### src/rtl/rsf_pkg.sv
package rsf_pkg;
  localparam int LREG_W   = 7;
  localparam int STATIC_N = 32;
  localparam int STACK_N  = (1 << LREG_W) - STATIC_N;

  typedef enum logic [1:0] {
    OP_ALLOC = 2'd0,
    OP_CALL  = 2'd1,
    OP_RET   = 2'd2,
    OP_ROT   = 2'd3
  } op_e;

  typedef struct packed {
    logic [LREG_W-1:0] sof;
    logic [LREG_W-1:0] sol;
    logic [3:0]        sor;
    logic [LREG_W-1:0] rrb;
  } marker_t;
endpackage

### src/rtl/rsf_marker.sv
module rsf_marker
  import rsf_pkg::*;
#(
  parameter int STK_W = 9
) (
  input  logic              clk,
  input  logic              rst_n,
  input  logic              cmd_vld,
  input  op_e               cmd_op,
  input  logic [LREG_W-1:0] cmd_ins,
  input  logic [LREG_W-1:0] cmd_loc,
  input  logic [LREG_W-1:0] cmd_out,
  input  logic [3:0]        cmd_rot,
  output marker_t           cfm_o,
  output logic [STK_W-1:0]  base_o
);
  localparam int SUM_W = LREG_W + 2;

  marker_t          cfm_q, cfm_d, pfm_q, pfm_d;
  logic [STK_W-1:0] base_q, base_d;
  logic             upd_en;
  logic [SUM_W-1:0] w_loc, w_tot, w_rsz;
  logic [LREG_W-1:0] cur_rsz;

  always_comb begin
    w_loc   = SUM_W'(cmd_ins) + SUM_W'(cmd_loc);
    w_tot   = w_loc + SUM_W'(cmd_out);
    w_rsz   = SUM_W'({cmd_rot, 3'b000});
    cur_rsz = {cfm_q.sor, 3'b000};
    cfm_d   = cfm_q;
    pfm_d   = pfm_q;
    base_d  = base_q;
    upd_en  = cmd_vld;
    if (cmd_vld) begin
      case (cmd_op)
        OP_ALLOC: begin
          if (w_tot <= SUM_W'(STACK_N) && w_rsz <= w_tot) begin
            cfm_d.sof = w_tot[LREG_W-1:0];
            cfm_d.sol = w_loc[LREG_W-1:0];
            cfm_d.sor = cmd_rot;
            cfm_d.rrb = '0;
          end
        end
        OP_CALL: begin
          pfm_d     = cfm_q;
          cfm_d.sof = cfm_q.sof - cfm_q.sol;
          cfm_d.sol = '0;
          cfm_d.sor = '0;
          cfm_d.rrb = '0;
          base_d    = base_q + STK_W'(cfm_q.sol);
        end
        OP_RET: begin
          cfm_d  = pfm_q;
          base_d = base_q - STK_W'(pfm_q.sol);
        end
        default: begin
          if (cfm_q.sor != 4'd0)
            cfm_d.rrb = (cfm_q.rrb == '0) ? cur_rsz - 7'd1 : cfm_q.rrb - 7'd1;
        end
      endcase
    end
  end

  always_ff @(posedge clk or negedge rst_n) begin
    if (!rst_n) begin
      cfm_q  <= '0;
      pfm_q  <= '0;
      base_q <= '0;
    end else if (upd_en) begin
      cfm_q  <= cfm_d;
      pfm_q  <= pfm_d;
      base_q <= base_d;
    end
  end

  assign cfm_o  = cfm_q;
  assign base_o = base_q;


  call_base_chk: assert property (@(posedge clk) disable iff (!rst_n)
    (cmd_vld && cmd_op == OP_CALL) |=>
      (base_q == $past(base_q) + STK_W'($past(cfm_q.sol)) && cfm_q.sol == '0));


  ret_base_chk: assert property (@(posedge clk) disable iff (!rst_n)
    (cmd_vld && cmd_op == OP_RET) |=> (base_q == $past(base_q) - STK_W'(cfm_q.sol)));


  rrb_range_chk: assert property (@(posedge clk) disable iff (!rst_n)
    (cfm_q.sor != 4'd0) |-> (cfm_q.rrb < {cfm_q.sor, 3'b000}));


  rot_idle_chk: assert property (@(posedge clk) disable iff (!rst_n)
    (cmd_vld && cmd_op == OP_ROT && cfm_q.sor == 4'd0) |=> $stable(cfm_q));


  frame_fit_chk: assert property (@(posedge clk) disable iff (!rst_n)
    (cfm_q.sol <= cfm_q.sof) && (cfm_q.sof <= 7'(STACK_N)));
endmodule

### src/rtl/rsf_xlate.sv
module rsf_xlate
  import rsf_pkg::*;
#(
  parameter int STK_W = 9
) (
  input  marker_t           cfm,
  input  logic [STK_W-1:0]  base,
  input  logic [LREG_W-1:0] lk_reg,
  output logic [STK_W:0]    lk_phys,
  output logic              lk_err
);
  logic              stacked;
  logic [LREG_W-1:0] off, rsz, idx;
  logic [LREG_W:0]   sum, wrapped;

  always_comb begin
    stacked = lk_reg >= LREG_W'(STATIC_N);
    off     = lk_reg - LREG_W'(STATIC_N);
    rsz     = {cfm.sor, 3'b000};
    sum     = {1'b0, off} + {1'b0, cfm.rrb};
    wrapped = (sum >= {1'b0, rsz}) ? sum - {1'b0, rsz} : sum;
    idx     = (off < rsz) ? wrapped[LREG_W-1:0] : off;
    lk_err  = stacked && (off >= cfm.sof);
    if (stacked)
      lk_phys = {1'b1, base + STK_W'(idx)};
    else
      lk_phys = {1'b0, STK_W'(lk_reg[4:0])};
  end
endmodule

### src/rtl/rsf_renamer.sv
module rsf_renamer
  import rsf_pkg::*;
#(
  parameter int STK_W = 9
) (
  input  logic             clk,
  input  logic             rst_n,
  input  logic             cmd_valid,
  input  logic [1:0]       cmd_op,
  input  logic [6:0]       cmd_ins,
  input  logic [6:0]       cmd_loc,
  input  logic [6:0]       cmd_out,
  input  logic [3:0]       cmd_rot,
  input  logic [6:0]       lk_reg,
  output logic [STK_W:0]   lk_phys,
  output logic             lk_err
);
  logic [1:0]       rst_sync_q;
  logic             rst_ni;
  marker_t          cfm;
  logic [STK_W-1:0] base;

  always_ff @(posedge clk or negedge rst_n) begin
    if (!rst_n) rst_sync_q <= 2'b00;
    else        rst_sync_q <= {rst_sync_q[0], 1'b1};
  end
  assign rst_ni = rst_sync_q[1];

  rsf_marker #(.STK_W(STK_W)) u_marker (
    .clk     (clk),
    .rst_n   (rst_ni),
    .cmd_vld (cmd_valid),
    .cmd_op  (op_e'(cmd_op)),
    .cmd_ins (cmd_ins),
    .cmd_loc (cmd_loc),
    .cmd_out (cmd_out),
    .cmd_rot (cmd_rot),
    .cfm_o   (cfm),
    .base_o  (base)
  );

  rsf_xlate #(.STK_W(STK_W)) u_xlate (
    .cfm     (cfm),
    .base    (base),
    .lk_reg  (lk_reg),
    .lk_phys (lk_phys),
    .lk_err  (lk_err)
  );


  err_static_chk: assert property (@(posedge clk) disable iff (!rst_ni)
    lk_err |-> (lk_reg >= 7'd32));


  static_side_chk: assert property (@(posedge clk) disable iff (!rst_ni)
    (lk_reg < 7'd32) |-> (!lk_phys[STK_W] && !lk_err));
endmodule

### config.mk
export PLATFORM = sky130hd
export DESIGN_NAME = rsf_renamer
export DESIGN_NICKNAME = d
export VERILOG_FILES = /design/src/rtl/rsf_pkg.sv /design/src/rtl/rsf_marker.sv /design/src/rtl/rsf_xlate.sv /design/src/rtl/rsf_renamer.sv
export SDC_FILE = /design/constraint.sdc
export NUM_CORES = 1
export LEC_CHECK = 0
export ABC_AREA = 1
export BUFFER_PORTS_ARGS = -buffer_cell sky130_fd_sc_hd__buf_2
export CORE_ASPECT_RATIO = 1.4
export CORE_MARGIN = 2
export CORE_UTILIZATION = 55
export DETAILED_ROUTE_END_ITERATION = 8
export PLACE_DENSITY = 0.74
export SYNTH_ARGS = -nofsm -noshare
export SYNTH_HDL_FRONTEND = slang
export SYNTH_SLANG_ARGS = --single-unit
### constraint.sdc
create_clock -name clk -period 6.88 [get_ports clk]
set_clock_uncertainty 0.05 [all_clocks]
set_input_delay 1.376 -clock clk [delete_from_list [all_inputs] [get_ports clk]]
set_output_delay 1.376 -clock clk [all_outputs]
set_load 0.01 [all_outputs]
==> After elaboration in Yosys (flattened, before gate mapping) <==
Index checks and enable logic that the tools add are counted.
{ "totals": {"ramBits": 0, "word_cells": 51, "latchBits": 0, "reg_bits": 61, "rom_bits": 0, "memories": 0} }
{ "op_classes": {"n_eq_ne": 3, "n_lt_le_gt_ge": 6, "multipliers": 0, "n_addsub": 11, "n_mux": 9, "bitwise_logic": 0, "shifts": 0, "div": 0, "n_reduce_logical": 12} }
{ "ops": {"columns": ["op", "n"], "rows": [
  ["18-bit one-hot mux with 3 select lines", 1],
  ["7-bit two-way mux", 4],
  ["9-bit by 7-bit adder with 9-bit output", 3],
  ["25-bit two-way mux", 1],
  ["7-bit one-hot mux with 3 select lines", 1],
  ["9-bit one-hot mux with 2 select lines", 1],
  ["7-bit by 7-bit adder with 8-bit output", 2],
  ["7-bit by 1-bit subtractor with 7-bit output, second input constant", 2],
  ["7-bit subtractor", 2],
  ["10-bit two-way mux", 1],
  ["7-bit by 9-bit <= comparator with 1-bit output", 1],
  ["9-bit by 7-bit <= comparator with 1-bit output, second input constant", 1],
  ["9-bit by 7-bit subtractor with 9-bit output", 1],
  ["8-bit by 7-bit >= comparator with 1-bit output", 1],
  ["4-bit nonzero test", 2],
  ["7-bit by 6-bit >= comparator with 1-bit output, second input constant", 1],
  ["7-bit >= comparator", 1],
  ["7-bit logical NOT", 1],
  ["7-bit less-than comparator", 1],
  ["7-bit by 6-bit subtractor with 7-bit output, second input constant", 1],
  ["3-bit AND reduction", 2],
  ["2-bit AND reduction", 2],
  ["3-bit nonzero test", 1],
  ["2-bit by 1-bit == test with 1-bit output, second input constant", 1],
  ["5 further kinds", 6]
]} }

==> Logic depth before layout (Yosys ltp) <==
{ "logic_depth": {"word_depth": 7, "ltp_mapped": 28} }

==> By module <==
Synthesis repeated with hierarchy kept, for this count alone.
{ "unflattened": {"hier_cells": 833, "area_unflattened_um2": 5829.3} }
{ "by_module_without_submodules": {"columns": ["module", "instances", "seq_area_each_um2", "area_each_um2", "cells_per_inst"], "rows": [
  ["rsf_marker", 1, 1476.4, 4428.0, 612],
  ["rsf_xlate", 1, 0.0, 1347.5, 218],
  ["rsf_renamer", 1, 50.0, 53.8, 3]
]} }

==> Worst setup path before layout <==
OpenSTA, ideal clock, no wires.
{ "synth_timing": {"kind": "input to output", "from": "input lk_reg[0]", "to": "output lk_phys[8]", "path_slack_ns": 0.909, "n_path_buf": 0, "cell_stages": 26, "arrival_time_ns": 4.545, "cell_sequence": "ha_1 > fa_1 > a31o_2 > xor2_1 > inv_1 > ha_1 > nand2_1 > o21ai_0 > nand2_1 > nand3_1 > inv_1 > nand2_1 > nand3_1 > nand2_1 > ha_1 > nand3_1 > nand3_1 > nand2_1 > inv_1 > nand2_1 > nand2_1 > nand2_1 > nand2_1 > nand2_1 > o21ai_0 > a21oi_1"} }
{ "synth_via": {"elab_chain_len": 7, "elab_cells_between_ends": 10, "classes_between": "add/sub: 4; order compare: 3; mux: 3"} }
{ "synth_lines": {"columns": ["item", "line_no", "source"], "rows": [
  ["from (decl)", "rsf_renamer.sv:14", "input logic [6:0] lk_reg,"],
  ["7-bit by 6-bit subtractor with 7-bit output", "rsf_xlate.sv:18", "off = lk_reg - LREG_W'(STATIC_N);"],
  ["7-bit by 7-bit adder with 8-bit output", "rsf_xlate.sv:20", "sum = {1'b0, off} + {1'b0, cfm.rrb};"],
  ["7-bit subtractor / 8-bit by 7-bit >= comparator with 1-bit output (equally long branches)", "rsf_xlate.sv:21", "wrapped = (sum >= {1'b0, rsz}) ? sum - {1'b0, rsz} : sum;"],
  ["7-bit two-way mux", "rsf_xlate.sv:21", null],
  ["7-bit two-way mux", "rsf_xlate.sv:22", "idx = (off < rsz) ? wrapped[LREG_W-1:0] : off;"],
  ["9-bit by 7-bit adder with 9-bit output", "rsf_xlate.sv:25", "lk_phys = {1'b1, base + STK_W'(idx)};"],
  ["10-bit two-way mux (*)", "rsf_xlate.sv:24", "if (stacked)"],
  ["to (decl)", "rsf_renamer.sv:15", "output logic [STK_W:0] lk_phys,"]
]} }
Every way passes the cells marked *; elsewhere a longest branch is shown, timed or not.

==> Final worst setup path <==
Same ends and word-level chain as after synthesis.

==> flow_metrics.py <==
metrics = {
    "die": {
        "io_pins": 48,
        "core_area_mm2": 0.00995,
        "die_y_um": 124,
        "die-area_mm2": 0.0111,
        "start_util": 0.565,
        "row_count": 43,
        "fp.dieW_um": 89.4,
    },
    "timing": {
        "period_share": 0.937,
        "worst_slack_ns": 0.436,
        "hold_viol_final": 0,
        "max_clock_freq_mhz": 155,
        "period_needed_ns": 6.44,
        "slew_viol_final": 0,
        "finalSetupViolations": 0,
        "max_slew_margin": 0.439,
        "fin_setup_tns_ns": 0,
        "worst_pin_slew_ns": 0.841,
    },
    "clock_tree": {
        "cts_buffers": 9,
        "cts_tree": "done",
        "clk_pin_slew_ns": 0.05,
        "clk_latency_ns": 0.33,
        "numClockSinks": 61,
        "cts-root-buf": "clkbuf_16",
        "h-tree-depth": 3,
        "clockBufferDepth": 2,
        "cts-hold-fix-buffers": 0,
    },
    "synthesis": {
        "synth_ff_type": "dfrtp_1",
        "yosysUniqueCellTypes": 41,
        "synth_edf_count": 0,
        "synth_area_per_cell_um2": 6.99,
        "synth_async_sr_flop_share": 1.00,
        "ys_seq_elements": 61,
        "yosysWarnings": 0,
        "synth_cells": 804,
        "netlist_area_mm2": 0.00562,
        "yosysSeqAreaShare": 0.272,
        "synth_fp_nets": 917,
    },
    "worst_setup_path": {
        "slowest_delay_ns": 0.43,
        "cp_num_buf_inv": 4,
        "cpLargestDelayFamily": "adder cells",
        "critPathRequiredTime_ns": 5.45,
        "crit_slowest_cell": "fa_1",
        "critPathKind": "in2out",
        "cpMostUsedCell": "nand2_1",
        "crit_arrival_ns": 5.02,
        "critPathLaunchType": "primary input",
        "end_kind": "primary output",
        "cp_max_fo": 5,
    },
    "grt": {
        "track_usage": 0.274,
        "grt_pass1_wl_mm": 23.7,
        "antenna_found_initial": 0,
        "grt_pass1_vias": 5262,
        "grt_max_degree": 60,
        "gr-total-overflow": 0,
    },
    "route": {
        "first_iter_violations": 231,
        "num_vias": 5417,
        "wl_mm": 14.3,
        "ant_nets": 0,
        "wl_per_cell_um": 14.5,
        "drtPass1Iterations": 5,
        "drc_errors": 0,
        "via_per_inst": 5.49,
    },
    "place": {
        "dp_worst_setup_slack_ns": 0.368,
        "placement.io_buffers": 47,
        "place_congestion": 0.927,
        "dp_hpwl_mm": 11.2,
    },
    "final_layout": {
        "drive_gt1_frac": 0.0951,
        "syn2layout_area_growth_pct": 12.0,
        "nNetsFinal": 960,
        "n_fill_cell": 905,
        "layout_common_cells": "nand2_1, inv_1, nand3_1, ha_1, o21ai_0",
        "diodes": 0,
        "final_core_util": 0.632,
        "mostFrequentLayoutCell": "nand2_1",
    },
    "power_and_ir_drop": {
        "vdd_ir_drop_max_mv": 0.166,
        "powerDensity_mw_per_mm2": 419,
        "p_leak_nw": 3.47,
    },
    "flow_run": {
        "maxCapViolCount": 0,
    },
    "min_path": {
        "holdCritPathClass": "reg2reg",
    },
    "status": {
        "status": "finished clean",
    },
}
metrics by stage:
stage / total power [W] / cell area, um2 / hold slack, ns / cells
5_1_grt: 0.00292 / 6290 / 0.309 / 987
6_report: 0.00264 / 6290 / 0.297 / 987
3_5_place_dp: 0.00212 / 5960 / 0.287 / 971
3_3_place_gp: 0.00207 / 5960 / 0.285 / 971
2_1_floorplan: 0.00174 / 5620 / 0.281 / 804
4_1_cts: 0.00263 / 6280 / 0.299 / 987
report_power, final:
group | leakage [nW] | internal (W) | switching [W]
Clock | 0.163 | 0.000335 | 0.000161
Sequential | 0.790 | 0.000473 | 0.000116
Combinational | 2.51 | 0.000601 | 0.000953
flip-flops by register name, indices dropped and copies added, names as in the netlist:
signal,cells
rst_sync_q,2
u_marker.cfm_o,25
u_marker.pfm_q,25
u_marker.base_o,9
cells by family after synthesis:
logic type	synth area share
AOI/OAI and AO/OA	0.140
xor gates and xnor gates	0.0327
adders and majority gates	0.179
buffers and inverters	0.0888
DFF	0.272
muxes	0.00378
other	0.000667
and+or+nand+nor	0.284
cell type report:
class | instances | area, um2 | area share
Sequential cell | 61 | 1530 | 0.243
Timing Repair Buffer | 50 | 258 | 0.0409
Inverter | 109 | 409 | 0.0650
Clock buffer | 12 | 256 | 0.0407
Multi-Input combinational cell | 616 | 3600 | 0.573
Tap cell | 135 | 169 | 0.0268
Clock inverter | 4 | 70.1 | 0.0111
worst paths after layout:
check                                    from                  to  slack, ns  cells after the start
hold / removal                  rst_sync_q[0]       rst_sync_q[1]       0.30                      0
hold reg to reg                 rst_sync_q[0]       rst_sync_q[1]       0.30                      0
setup / recovery                    lk_reg[0]          lk_phys[8]       0.44                     27
setup reg to reg           u_marker.cfm_o[11]  u_marker.base_o[7]       4.18                     13
min in group asynchronous       rst_sync_q[1]   u_marker.cfm_o[2]       0.36                      1
max in group asynchronous       rst_sync_q[1]  u_marker.base_o[5]       5.90                      1
routing by layer:
layer  global-route usage  vias up  routed length [um]
met2                0.481      140                7150
met4                0.115        0                 456
met5                    0        -                   0
li1                     -     2730                   -
met1                0.331     2518                6120
met3               0.0378       29                 575
cells in the mapped netlist (7+ instances only):
| master | count | area share |
|---|---|---|
| o21ai_0 | 64 | 0.057 |
| dfrtp_1 | 61 | 0.27 |
| o211ai_1 | 8 | 0.011 |
| xor2_1 | 17 | 0.026 |
| nand4_1 | 13 | 0.014 |
| a21oi_1 | 38 | 0.034 |
| ha_1 | 69 | 0.15 |
| fa_1 | 7 | 0.025 |
| clkbuf_1 | 14 | 0.0093 |
| nor2_1 | 31 | 0.021 |
| nand2_1 | 246 | 0.16 |
| inv_1 | 108 | 0.072 |
| a31oi_1 | 7 | 0.0078 |
| nand3_1 | 69 | 0.061 |
repair_timing:
| item | CTS | global route |
|---|---|---|
| resized for setup | 0 | 2 |
| buffers inserted | 0 | 0 |
| setup endpoints to repair | 0 | 1 |
Note: power is estimated with default switching activity, not from simulation.
